[src/rtl/vic_pkg.sv]
`timescale 1ns/1ps
package vic_pkg;

    localparam int BANK_W = 32;

    localparam logic [11:0] A_REV      = 12'h000;
    localparam logic [11:0] A_CFG      = 12'h010;
    localparam logic [11:0] A_STAT     = 12'h014;
    localparam logic [11:0] A_ACT      = 12'h040;
    localparam logic [11:0] A_CTRL     = 12'h048;
    localparam logic [11:0] A_PROT     = 12'h04C;
    localparam logic [11:0] A_IDLE     = 12'h050;
    localparam logic [11:0] A_THR      = 12'h068;
    localparam logic [11:0] A_LVL_BASE = 12'h100;

    typedef enum logic [2:0] {
        BK_NONE,
        BK_MASK,
        BK_CLR,
        BK_SET,
        BK_PEND
    } bank_reg_e;

    typedef struct packed {
        logic [7:0] thr;
        logic [1:0] idle;
        logic       prot;
        logic       autoidle;
    } misc_regs_t;

    localparam misc_regs_t MISC_RST = '{thr: 8'hFF, idle: 2'b00, prot: 1'b0, autoidle: 1'b0};

    // Offset of a bank register inside its 32-byte window.
    function automatic bank_reg_e bank_kind(input logic [4:0] off);
        case (off)
            5'h04:   return BK_MASK;
            5'h08:   return BK_CLR;
            5'h0C:   return BK_SET;
            5'h18:   return BK_PEND;
            default: return BK_NONE;
        endcase
    endfunction

    function automatic logic prio_passes(input logic [5:0] prio, input logic [7:0] thr);
        return (thr == 8'hFF) || ({2'b00, prio} < thr);
    endfunction

endpackage

[src/rtl/vic_regfile.sv]
`timescale 1ns/1ps
module vic_regfile
    import vic_pkg::*;
#(
    parameter int         NUM_SRC   = 96,
    parameter logic [3:0] REV_MAJOR = 4'd4,
    parameter logic [3:0] REV_MINOR = 4'd0
) (
    input  logic                     clk,
    input  logic                     rst,
    input  logic                     bus_sel,
    input  logic                     bus_we,
    input  logic [11:0]              bus_addr,
    input  logic [31:0]              bus_wdata,
    output logic [31:0]              bus_rdata,
    input  logic [NUM_SRC-1:0]       src_i,
    input  logic [6:0]               act_num,
    output logic [NUM_SRC-1:0]       mask_o,
    output logic [NUM_SRC-1:0][5:0]  prio_o,
    output logic [7:0]               thr_o,
    output logic                     ack_o,
    output logic                     clr_o
);
    localparam int NB  = NUM_SRC / BANK_W;
    localparam int BIW = (NB > 1) ? $clog2(NB) : 1;
    localparam int IW  = $clog2(NUM_SRC);

    logic [NB-1:0][BANK_W-1:0] mask_q;
    logic [NB-1:0][BANK_W-1:0] src_b;
    logic [NUM_SRC-1:0][5:0]   prio_q;
    misc_regs_t                misc_q;
    logic                      srst_q, done_arm_q, done_q;

    logic            wr;
    logic            in_bank, in_lvl;
    logic [BIW-1:0]  bsel;
    bank_reg_e       bkind;
    logic [11:0]     lvl_off;
    logic [IW-1:0]   lvl_idx;
    logic            unused_lvl;

    assign src_b      = src_i;
    assign wr         = bus_sel && bus_we;
    assign bsel       = bus_addr[5 +: BIW];
    assign bkind      = bank_kind(bus_addr[4:0]);
    assign in_bank    = (bus_addr[11:7] == 5'b00001) && (int'(bus_addr[6:5]) < NB);
    assign lvl_off    = bus_addr - A_LVL_BASE;
    assign in_lvl     = (bus_addr >= A_LVL_BASE) && (int'(lvl_off[11:2]) < NUM_SRC);
    assign lvl_idx    = lvl_off[IW+1:2];
    assign unused_lvl = ^lvl_off[1:0];

    always_ff @(posedge clk) begin
        if (rst) begin
            mask_q     <= '1;
            prio_q     <= '0;
            misc_q     <= MISC_RST;
            srst_q     <= 1'b0;
            done_arm_q <= 1'b0;
            done_q     <= 1'b1;
        end else begin
            srst_q     <= 1'b0;
            done_arm_q <= 1'b0;
            if (done_arm_q) done_q <= 1'b1;
            if (srst_q) begin
                mask_q     <= '1;
                prio_q     <= '0;
                misc_q     <= MISC_RST;
                done_arm_q <= 1'b1;
            end else if (wr) begin
                case (bus_addr)
                    A_CFG: begin
                        misc_q.autoidle <= bus_wdata[0];
                        if (bus_wdata[1]) begin
                            srst_q <= 1'b1;
                            done_q <= 1'b0;
                        end
                    end
                    A_PROT: misc_q.prot <= bus_wdata[0];
                    A_IDLE: misc_q.idle <= bus_wdata[1:0];
                    A_THR:  misc_q.thr  <= bus_wdata[7:0];
                    default: begin
                        if (in_bank) begin
                            case (bkind)
                                BK_MASK: mask_q[bsel] <= bus_wdata;
                                BK_CLR:  mask_q[bsel] <= mask_q[bsel] & ~bus_wdata;
                                BK_SET:  mask_q[bsel] <= mask_q[bsel] | bus_wdata;
                                default: ;
                            endcase
                        end else if (in_lvl) begin
                            prio_q[lvl_idx] <= bus_wdata[7:2];
                        end
                    end
                endcase
            end
        end
    end

    always_comb begin
        bus_rdata = '0;
        case (bus_addr)
            A_REV:  bus_rdata = {24'b0, REV_MAJOR, REV_MINOR};
            A_CFG:  bus_rdata = {30'b0, srst_q, misc_q.autoidle};
            A_STAT: bus_rdata = {31'b0, done_q};
            A_ACT:  bus_rdata = {25'b0, act_num};
            A_PROT: bus_rdata = {31'b0, misc_q.prot};
            A_IDLE: bus_rdata = {30'b0, misc_q.idle};
            A_THR:  bus_rdata = {24'b0, misc_q.thr};
            default: begin
                if (in_bank) begin
                    if (bkind == BK_MASK)      bus_rdata = mask_q[bsel];
                    else if (bkind == BK_PEND) bus_rdata = src_b[bsel] & ~mask_q[bsel];
                end else if (in_lvl) begin
                    bus_rdata = {24'b0, prio_q[lvl_idx], 2'b00};
                end
            end
        endcase
    end

    assign mask_o = mask_q;
    assign prio_o = prio_q;
    assign thr_o  = misc_q.thr;
    assign ack_o  = wr && (bus_addr == A_CTRL) && bus_wdata[0];
    assign clr_o  = srst_q;

endmodule

[src/rtl/vic_arbiter.sv]
`timescale 1ns/1ps
module vic_arbiter
    import vic_pkg::*;
#(
    parameter int NUM_SRC = 96
) (
    input  logic [NUM_SRC-1:0]      src_i,
    input  logic [NUM_SRC-1:0]      mask_i,
    input  logic [NUM_SRC-1:0][5:0] prio_i,
    input  logic [7:0]              thr_i,
    output logic                    cand_v,
    output logic [6:0]              cand_id
);
    localparam int IW = $clog2(NUM_SRC);

    logic [NUM_SRC-1:0] elig;
    logic [5:0]         best_p;

    for (genvar g = 0; g < NUM_SRC; g++) begin : g_elig
        assign elig[g] = src_i[g] && !mask_i[g] && prio_passes(prio_i[g], thr_i);
    end

    // Strict less-than keeps the lower index on equal priority.
    always_comb begin
        cand_v  = 1'b0;
        cand_id = '0;
        best_p  = '1;
        for (int i = 0; i < NUM_SRC; i++) begin
            if (elig[i[IW-1:0]] && (!cand_v || (prio_i[i[IW-1:0]] < best_p))) begin
                cand_v  = 1'b1;
                cand_id = 7'(i);
                best_p  = prio_i[i[IW-1:0]];
            end
        end
    end

endmodule

[src/rtl/vic_active.sv]
`timescale 1ns/1ps
module vic_active (
    input  logic       clk,
    input  logic       rst,
    input  logic       clr,
    input  logic       ack,
    input  logic       cand_v,
    input  logic [6:0] cand_id,
    output logic [6:0] act_num,
    output logic       act_valid
);
    always_ff @(posedge clk) begin
        if (rst || clr) begin
            act_valid <= 1'b0;
            act_num   <= '0;
        end else if (act_valid) begin
            if (ack) act_valid <= 1'b0;
        end else if (cand_v) begin
            act_valid <= 1'b1;
            act_num   <= cand_id;
        end
    end
endmodule

[src/rtl/vec_irq_ctrl.sv]
`timescale 1ns/1ps
module vec_irq_ctrl
    import vic_pkg::*;
#(
    parameter int         NUM_SRC   = 96,
    parameter logic [3:0] REV_MAJOR = 4'd4,
    parameter logic [3:0] REV_MINOR = 4'd0
) (
    input  logic               clk,
    input  logic               rst,
    input  logic [NUM_SRC-1:0] src_i,
    input  logic               bus_sel,
    input  logic               bus_we,
    input  logic [11:0]        bus_addr,
    input  logic [31:0]        bus_wdata,
    output logic [31:0]        bus_rdata,
    output logic               irq_o
);
    logic [NUM_SRC-1:0]      mask;
    logic [NUM_SRC-1:0][5:0] prio;
    logic [7:0]              thr;
    logic                    ack, soft_clr;
    logic                    cand_v, act_valid;
    logic [6:0]              cand_id, act_num;

    vic_regfile #(
        .NUM_SRC(NUM_SRC), .REV_MAJOR(REV_MAJOR), .REV_MINOR(REV_MINOR)
    ) u_regs (
        .clk(clk), .rst(rst),
        .bus_sel(bus_sel), .bus_we(bus_we), .bus_addr(bus_addr),
        .bus_wdata(bus_wdata), .bus_rdata(bus_rdata),
        .src_i(src_i), .act_num(act_num),
        .mask_o(mask), .prio_o(prio), .thr_o(thr),
        .ack_o(ack), .clr_o(soft_clr)
    );

    vic_arbiter #(.NUM_SRC(NUM_SRC)) u_arb (
        .src_i(src_i), .mask_i(mask), .prio_i(prio), .thr_i(thr),
        .cand_v(cand_v), .cand_id(cand_id)
    );

    vic_active u_act (
        .clk(clk), .rst(rst), .clr(soft_clr), .ack(ack),
        .cand_v(cand_v), .cand_id(cand_id),
        .act_num(act_num), .act_valid(act_valid)
    );

    assign irq_o = act_valid;

endmodule

[config.mk]
export PLATFORM = sky130hd
export DESIGN_NAME = vec_irq_ctrl
export DESIGN_NICKNAME = d
export VERILOG_FILES = /design/src/rtl/vic_pkg.sv /design/src/rtl/vic_regfile.sv /design/src/rtl/vic_arbiter.sv /design/src/rtl/vic_active.sv /design/src/rtl/vec_irq_ctrl.sv
export SDC_FILE = /design/constraint.sdc
export NUM_CORES = 2
export LEC_CHECK = 0
export CORE_MARGIN = 2
export CORE_UTILIZATION = 40
export DETAILED_ROUTE_END_ITERATION = 8
export SETUP_SLACK_MARGIN = 0.4
export SYNTH_ARGS = -nofsm -noshare
export SYNTH_HDL_FRONTEND = slang
export SYNTH_SLANG_ARGS = --single-unit
[constraint.sdc]
create_clock -name clk -period 232.4 [get_ports clk]
set_input_delay 23.24 -clock clk [delete_from_list [all_inputs] [get_ports clk]]
set_output_delay 23.24 -clock clk [all_outputs]
set_load 0.005 [all_outputs]
After elaboration in Yosys (flattened, before gate mapping)
Index checks and enable logic that the tools add are counted.
{"block": "totals", "regBits": 695, "latch_bits": 0, "mem_bits_rw": 0, "romBits": 0, "in_bits": 144, "output_inout_bits": 33, "wordCells": 1340, "memories": 0}
{"block": "classes", "n_addsub": 1, "mul": 0, "n_div": 0, "magnitude_cmp": 198, "n_eq_ne": 17, "n_shift": 0, "muxes": 317, "bitwise": 10, "reduce_logical": 689}
{"operator": "$mux W6", "count": 129}
{"operator": "$lt A6 B8 Y1", "count": 96}
{"operator": "$bwmux W576", "count": 1}
{"operator": "$lt A6 B6 Y1", "count": 95}
{"operator": "$logic_and A1 B1 Y1", "count": 294}
{"operator": "$bwmux W96", "count": 3}
{"operator": "$pmux W96 S3", "count": 1}
{"operator": "$mux W7", "count": 32}
{"operator": "$pmux W32 S7", "count": 1}
{"operator": "$logic_or A1 B1 Y1", "count": 192}
{"operator": "$mux W32", "count": 6}
{"operator": "$logic_not A1 Y1", "count": 191}
{"operator": "$bmux W32 S2", "count": 2}
{"operator": "$mux W1", "count": 107}
{"operator": "$mux W5", "count": 16}
{"operator": "$and A32 B32 Y32", "count": 2}
{"operator": "$demux W32 S2", "count": 1}
{"operator": "$not A32 Y32", "count": 2}
{"operator": "$eq A12 B7 Y1 const B", "count": 5}
{"operator": "$bmux W6 S7", "count": 1}
{"operator": "$demux W6 S7", "count": 1}
{"operator": "$mux W4", "count": 8}
{"operator": "$or A32 B32 Y32", "count": 1}
{"operator": "$eq A12 B5 Y1 const B", "count": 2}
{"operator": "other kinds (27)", "count": 43}

Depth between registers and ports, before layout
{"block": "logic_depth", "ltp_word": 386, "ltp_mapped": 936, "depth_no_buf": 876}

Hierarchy
From an unflattened synthesis, not the netlist that was laid out.
{"block": "hier_totals", "cells_unflattened": 9923, "area_unflattened_um2": 76293.2}
{"module": "vic_arbiter", "instances": 1, "cells_each": 5950, "area_per_inst_um2": 43306.5, "seq_area_each_um2": 0.0}
{"module": "vic_regfile", "instances": 1, "cells_each": 3945, "area_per_inst_um2": 32676.3, "seq_area_each_um2": 13753.2}
{"module": "vic_active", "instances": 1, "cells_each": 28, "area_per_inst_um2": 310.3, "seq_area_each_um2": 160.2}

Least setup slack after synthesis
No wires, ideal clock.
{"block": "synth_path", "path_kind": "input to register", "startpoint": "input port src_i[0]", "endpoint": "register u_act.act_num[2]", "setup_ns": 0.130, "t_arrival_ns": 177.971, "required_time_ns": 232.270, "slack_ns": 54.300, "path_stages": 850, "n_path_buf": 58, "path_cell_list": "and2b_2 o211a_2 nor2_4 nor2_1 ha_1 nor2_1 a211oi_1 a21oi_2 o31ai_4 nand2_2 o21ai_0 inv_1 ha_1 o31a_1 maj3_1 nand4_1 o211ai_1 a311o_2 (+814 left out) a21o_1 a21o_1 a21oi_1 a21oi_1 nor2_1 a31oi_4 mux2_1 ha_1 nand4_1 nor2_1 o21ai_0 nand4bb_1 a21oi_1 a211o_1 inv_1 o21ai_0 a31oi_4 a31oi_1"}
{"block": "synth_between", "elab_chain_len": 384, "elab_cells_between_ends": 666, "classes_between": "95 x order compare; 283 x mux; 288 x reduce/logical"}
{"element": "start: declaration", "line": "vec_irq_ctrl.sv:11", "rtl": "input logic [NUM_SRC-1:0] src_i,"}
{"element": "$logic_and A1 B1 Y1 * (2 in a row)", "line": "vic_arbiter.sv:20", "rtl": "assign elig[g] = src_i[g] && !mask_i[g] && prio_passes(prio_i[g], thr_i);"}
{"element": "$mux W6 / $mux W1 (equally long branches)", "line": "vic_arbiter.sv:29", "rtl": "if (elig[i[IW-1:0]] && (!cand_v || (prio_i[i[IW-1:0]] < best_p))) begin"}
{"element": "$lt A6 B6 Y1 / $logic_not A1 Y1 (equally long branches)", "line": "vic_arbiter.sv:29"}
{"element": "$logic_or A1 B1 Y1", "line": "vic_arbiter.sv:29"}
{"element": "$logic_and A1 B1 Y1", "line": "vic_arbiter.sv:29"}
{"element": "$mux W6 / $mux W1 (equally long branches)", "line": "vic_arbiter.sv:29"}
{"element": "$lt A6 B6 Y1 / $logic_not A1 Y1 (equally long branches)", "line": "vic_arbiter.sv:29"}
{"element": "$logic_or A1 B1 Y1", "line": "vic_arbiter.sv:29"}
{"element": "(+367 left out)"}
{"element": "$logic_or A1 B1 Y1", "line": "vic_arbiter.sv:29"}
{"element": "$logic_and A1 B1 Y1", "line": "vic_arbiter.sv:29"}
{"element": "$mux W6 / $mux W1 (equally long branches)", "line": "vic_arbiter.sv:29"}
{"element": "$lt A6 B6 Y1 / $logic_not A1 Y1 (equally long branches)", "line": "vic_arbiter.sv:29"}
{"element": "$logic_or A1 B1 Y1", "line": "vic_arbiter.sv:29"}
{"element": "$logic_and A1 B1 Y1", "line": "vic_arbiter.sv:29"}
{"element": "$mux W1", "line": "vic_arbiter.sv:29"}
{"element": "$reduce_and A2 Y1 (no line)"}
{"element": "end signal: assignment", "line": "vic_active.sv:20", "rtl": "act_num <= cand_id;"}
{"element": "end: declaration", "line": "vic_active.sv:9", "rtl": "output logic [6:0] act_num,"}
Mark *: on every way between the ends. The rest lies on a longest branch, timed or not.
A chain may end at the register's enable or synchronous reset.

==> summary.json <==
{
  "critPathLaunch": "src_i[0]",
  "worst-endpoint-arrival_ps": 204800,
  "finish.cell_count_without_fillers": 11961,
  "overflow": 0,
  "cts_made_buffers": 90,
  "grt_pass1_wl_mm": 494,
  "final_core_utilization": 0.433,
  "post-place-ws_ps": 30810,
  "worst_r2r_startpoint": "u_regs.thr_o[2]$_SDFFE_PP1P_",
  "vias": 75928,
  "detailed_place.area_mm2": 0.0791,
  "p_int_mw": 0.215,
  "yosys.cell_count.top_type": "sky130_fd_sc_hd__nand2_1",
  "setup_total_negative_slack_ps": 0,
  "post_synthesis_instance_area_mm2": 0.0761,
  "combined_global_route_utilization_of_all_metal_layers": 0.337,
  "setup.worst_path.class": "in -> reg",
  "timing.final.setup_violations": 0,
  "synthArstFlopShare": 0,
  "fin_ws_ps": 28230,
  "maxCapViolCount": 0,
  "pin_count": 177,
  "number_of_global_route_vias_before_repair": 72170,
  "total_power_mw": 0.294,
  "number_of_enable_type_register_cells_in_the_synthesized_netlist": 0,
  "postCtsHoldBufs": 0,
  "post_synth_main_area_contributors": "sky130_fd_sc_hd__dfxtp_1 18%, sky130_fd_sc_hd__ha_1 13%, sky130_fd_sc_hd__mux2i_1 6.7%",
  "post_synth_most_frequent_cells": "1003 x sky130_fd_sc_hd__nand2_1, 953 x sky130_fd_sc_hd__nor2_1, 903 x sky130_fd_sc_hd__a21oi_1, 771 x sky130_fd_sc_hd__ha_1, 695 x sky130_fd_sc_hd__dfxtp_1",
  "cts_resized": 0,
  "vdd_drop_max_v": 0.00000491,
  "post-route-cell-area_mm2": 0.0822,
  "yosysWarnings": 0,
  "dp_hpwl_mm": 253,
  "route.detailed.wl_per_inst_um": 28.2,
  "initialDrtViolationCount": 7721,
  "placed_cells": 11788,
  "timing.critical_path.to_type": "register",
  "clk-insertion-delay-late_ps": 750,
  "die-height_um": 440,
  "worst_setup_path_start_kind": "input port",
  "first_pass_iters": 6,
  "postSynthRegisterBits": 695,
  "cts-root-to-sink-buffers": 3,
  "drive_above_1_share": 0.144,
  "netSwitchingPower_mw": 0.0791,
  "detail_route.wirelength_mm": 337,
  "tritoncts_num_sinks": 695,
  "timing.final.hold_violations": 0,
  "synth_seq_area_share": 0.183,
  "cp_slowest_cell": "sky130_fd_sc_hd__nor3_1",
  "final_max_slew_viol_count": 0,
  "timing.max_slew.rel_slack": 0.122,
  "synth_instances": 9477,
  "nets": 10284,
  "synthDistinctLibCells": 207,
  "cp_max_fo": 17,
  "period_needed_ps": 204170,
  "post_synth_top_flop": "sky130_fd_sc_hd__dfxtp_1",
  "clk_pin_slew_ps": 60,
  "max_freq_mhz": 4.90,
  "pwr-share-clk": 0.515,
  "areaGrowthSynthToFinish_pct": 7.96,
  "cp.required_ps": 233030,
  "grt_setup_unrepaired": "false",
  "cpMostUsedCell": "sky130_fd_sc_hd__ha_1",
  "tritoncts": "built",
  "grt_max_degree": 189,
  "mappedNetlistNets": 10392,
  "power.share.combinational": 0.079,
  "critical-path-max-stage-delay_ps": 950,
  "drc": 0,
  "cts-htree-levels": 3,
  "start_util": 0.402,
  "power.share.switching": 0.269,
  "post_synth.cell_area_avg_um2": 8.03,
  "post_cts_buffers": 0,
  "portBuffers": 176,
  "tightestPinTransition_ps": 1310,
  "ratio_of_total_power_to_cell_area_mw_per_mm2": 3.58,
  "postRouteAntennaNets": 0,
  "period_share": 0.879,
  "r2r_slack_ps": 50230,
  "antenna_violations_before_repair": 29,
  "core.rowCount": 160,
  "static-leakage-power_nw": 36.0,
  "cts-root-buf": "sky130_fd_sc_hd__clkbuf_16",
  "core_mm2": 0.190,
  "part_of_the_power_in_registers": 0.406,
  "gp_congestion": 1.02,
  "run_status": "finished, final reports clean",
  "hp-class": "reg -> reg",
  "worst_hold_slack_ps": 462,
  "synthDominantCellAreaShare": 0.183,
  "synth.largest_area_cell": "sky130_fd_sc_hd__dfxtp_1",
  "min_from": "u_regs.done_arm_q$_SDFF_PP0_",
  "die-width_um": 440,
  "vias_per_cell": 6.35,
  "skew_ps": 37.8,
  "dieArea_mm2": 0.194
}
==> registers in the layout, indices dropped and copies added, names as in the netlist <==
| name | count |
|---|---|
| u_regs.thr_o | 8 |
| u_regs.done_arm_q | 1 |
| u_regs.prio_o | 576 |
| u_regs.clr_o | 1 |
| u_regs.misc_q | 4 |
| u_regs.done_q | 1 |
| u_act.act_num | 7 |
| u_regs.mask_o | 96 |
| u_act.act_valid | 1 |
==> cell families (layout without fill, tap and decap cells) <==
kind of cell / Yosys count / count (layout) / synth area share
AND/OR/NAND/NOR: 3558 / 3558 / 0.231
flip-flops: 695 / 695 / 0.183
adder cells (fa/ha/maj): 795 / 795 / 0.130
XOR/XNOR: 74 / 74 / 0.00871
AO/OA/AOI/OAI: 2757 / 2757 / 0.253
other: 0 / 7 / 0
multiplexers: 805 / 805 / 0.140
buffers and inverters: 793 / 759 / 0.0543
==> power groups by stage <==
stage                     combinational (mW)  sequential, mW  clock [mW]
after floorplan                       0.0126           0.122           0
after global placement                0.0227           0.122           0
after detailed placement              0.0228           0.122           0
after CTS                             0.0228           0.119       0.153
after global routing                  0.0242           0.119       0.158
final                                 0.0232           0.119       0.152
==> layout make-up <==
class / instances / area [um^2]
fill: 18850 / 107000
multi-input combinational: 7989 / 58200
sequential: 695 / 13900
tap: 2511 / 3140
timing repair buffer: 289 / 2650
clock buffer: 125 / 2570
inverter: 304 / 1150
clock inverter: 41 / 534
antenna: 7 / 17.5
==> routing by layer <==
metal  vias to the layer above  global-route usage  wire [um]  share of wire
met3                       838              0.0487      21800          0.065
met1                     37034               0.421     138000           0.41
met2                      3166               0.542     152000           0.45
met4                        26               0.218      25700          0.076
met5                         -                   0        192        0.00057
li1                      34864                   -          -              -
==> final timing paths <==
path | endpoint | depth (start not counted)
setup / recovery | u_act.act_num[4]$_SDFFE_PP0P_ | 930
hold / removal | u_regs.done_q$_SDFF_PP1_ | 2
hold reg to reg | u_regs.done_q$_SDFF_PP1_ | 2
setup reg to reg | u_act.act_num[4]$_SDFFE_PP0P_ | 798
==> layout by cell type (no fill, tap or decap), types with 203 or more instances in the layout <==
master,count
sky130_fd_sc_hd__inv_1,298
sky130_fd_sc_hd__nand3_1,410
sky130_fd_sc_hd__a21oi_1,903
sky130_fd_sc_hd__dfxtp_1,694
sky130_fd_sc_hd__ha_1,771
sky130_fd_sc_hd__nand2_1,997
sky130_fd_sc_hd__o21ai_0,538
sky130_fd_sc_hd__nand2b_1,203
sky130_fd_sc_hd__mux2i_1,509
sky130_fd_sc_hd__nor2_1,943
==> worst max-delay path, delay by kind of cell <==
family,cells,cell delay [ps]
simple gates,261,50640
compound gates,452,105070
buf+inv,33,3310
fa+ha+maj,128,37030
mux,56,15870
Note: power is estimated with default switching activity, not from simulation.
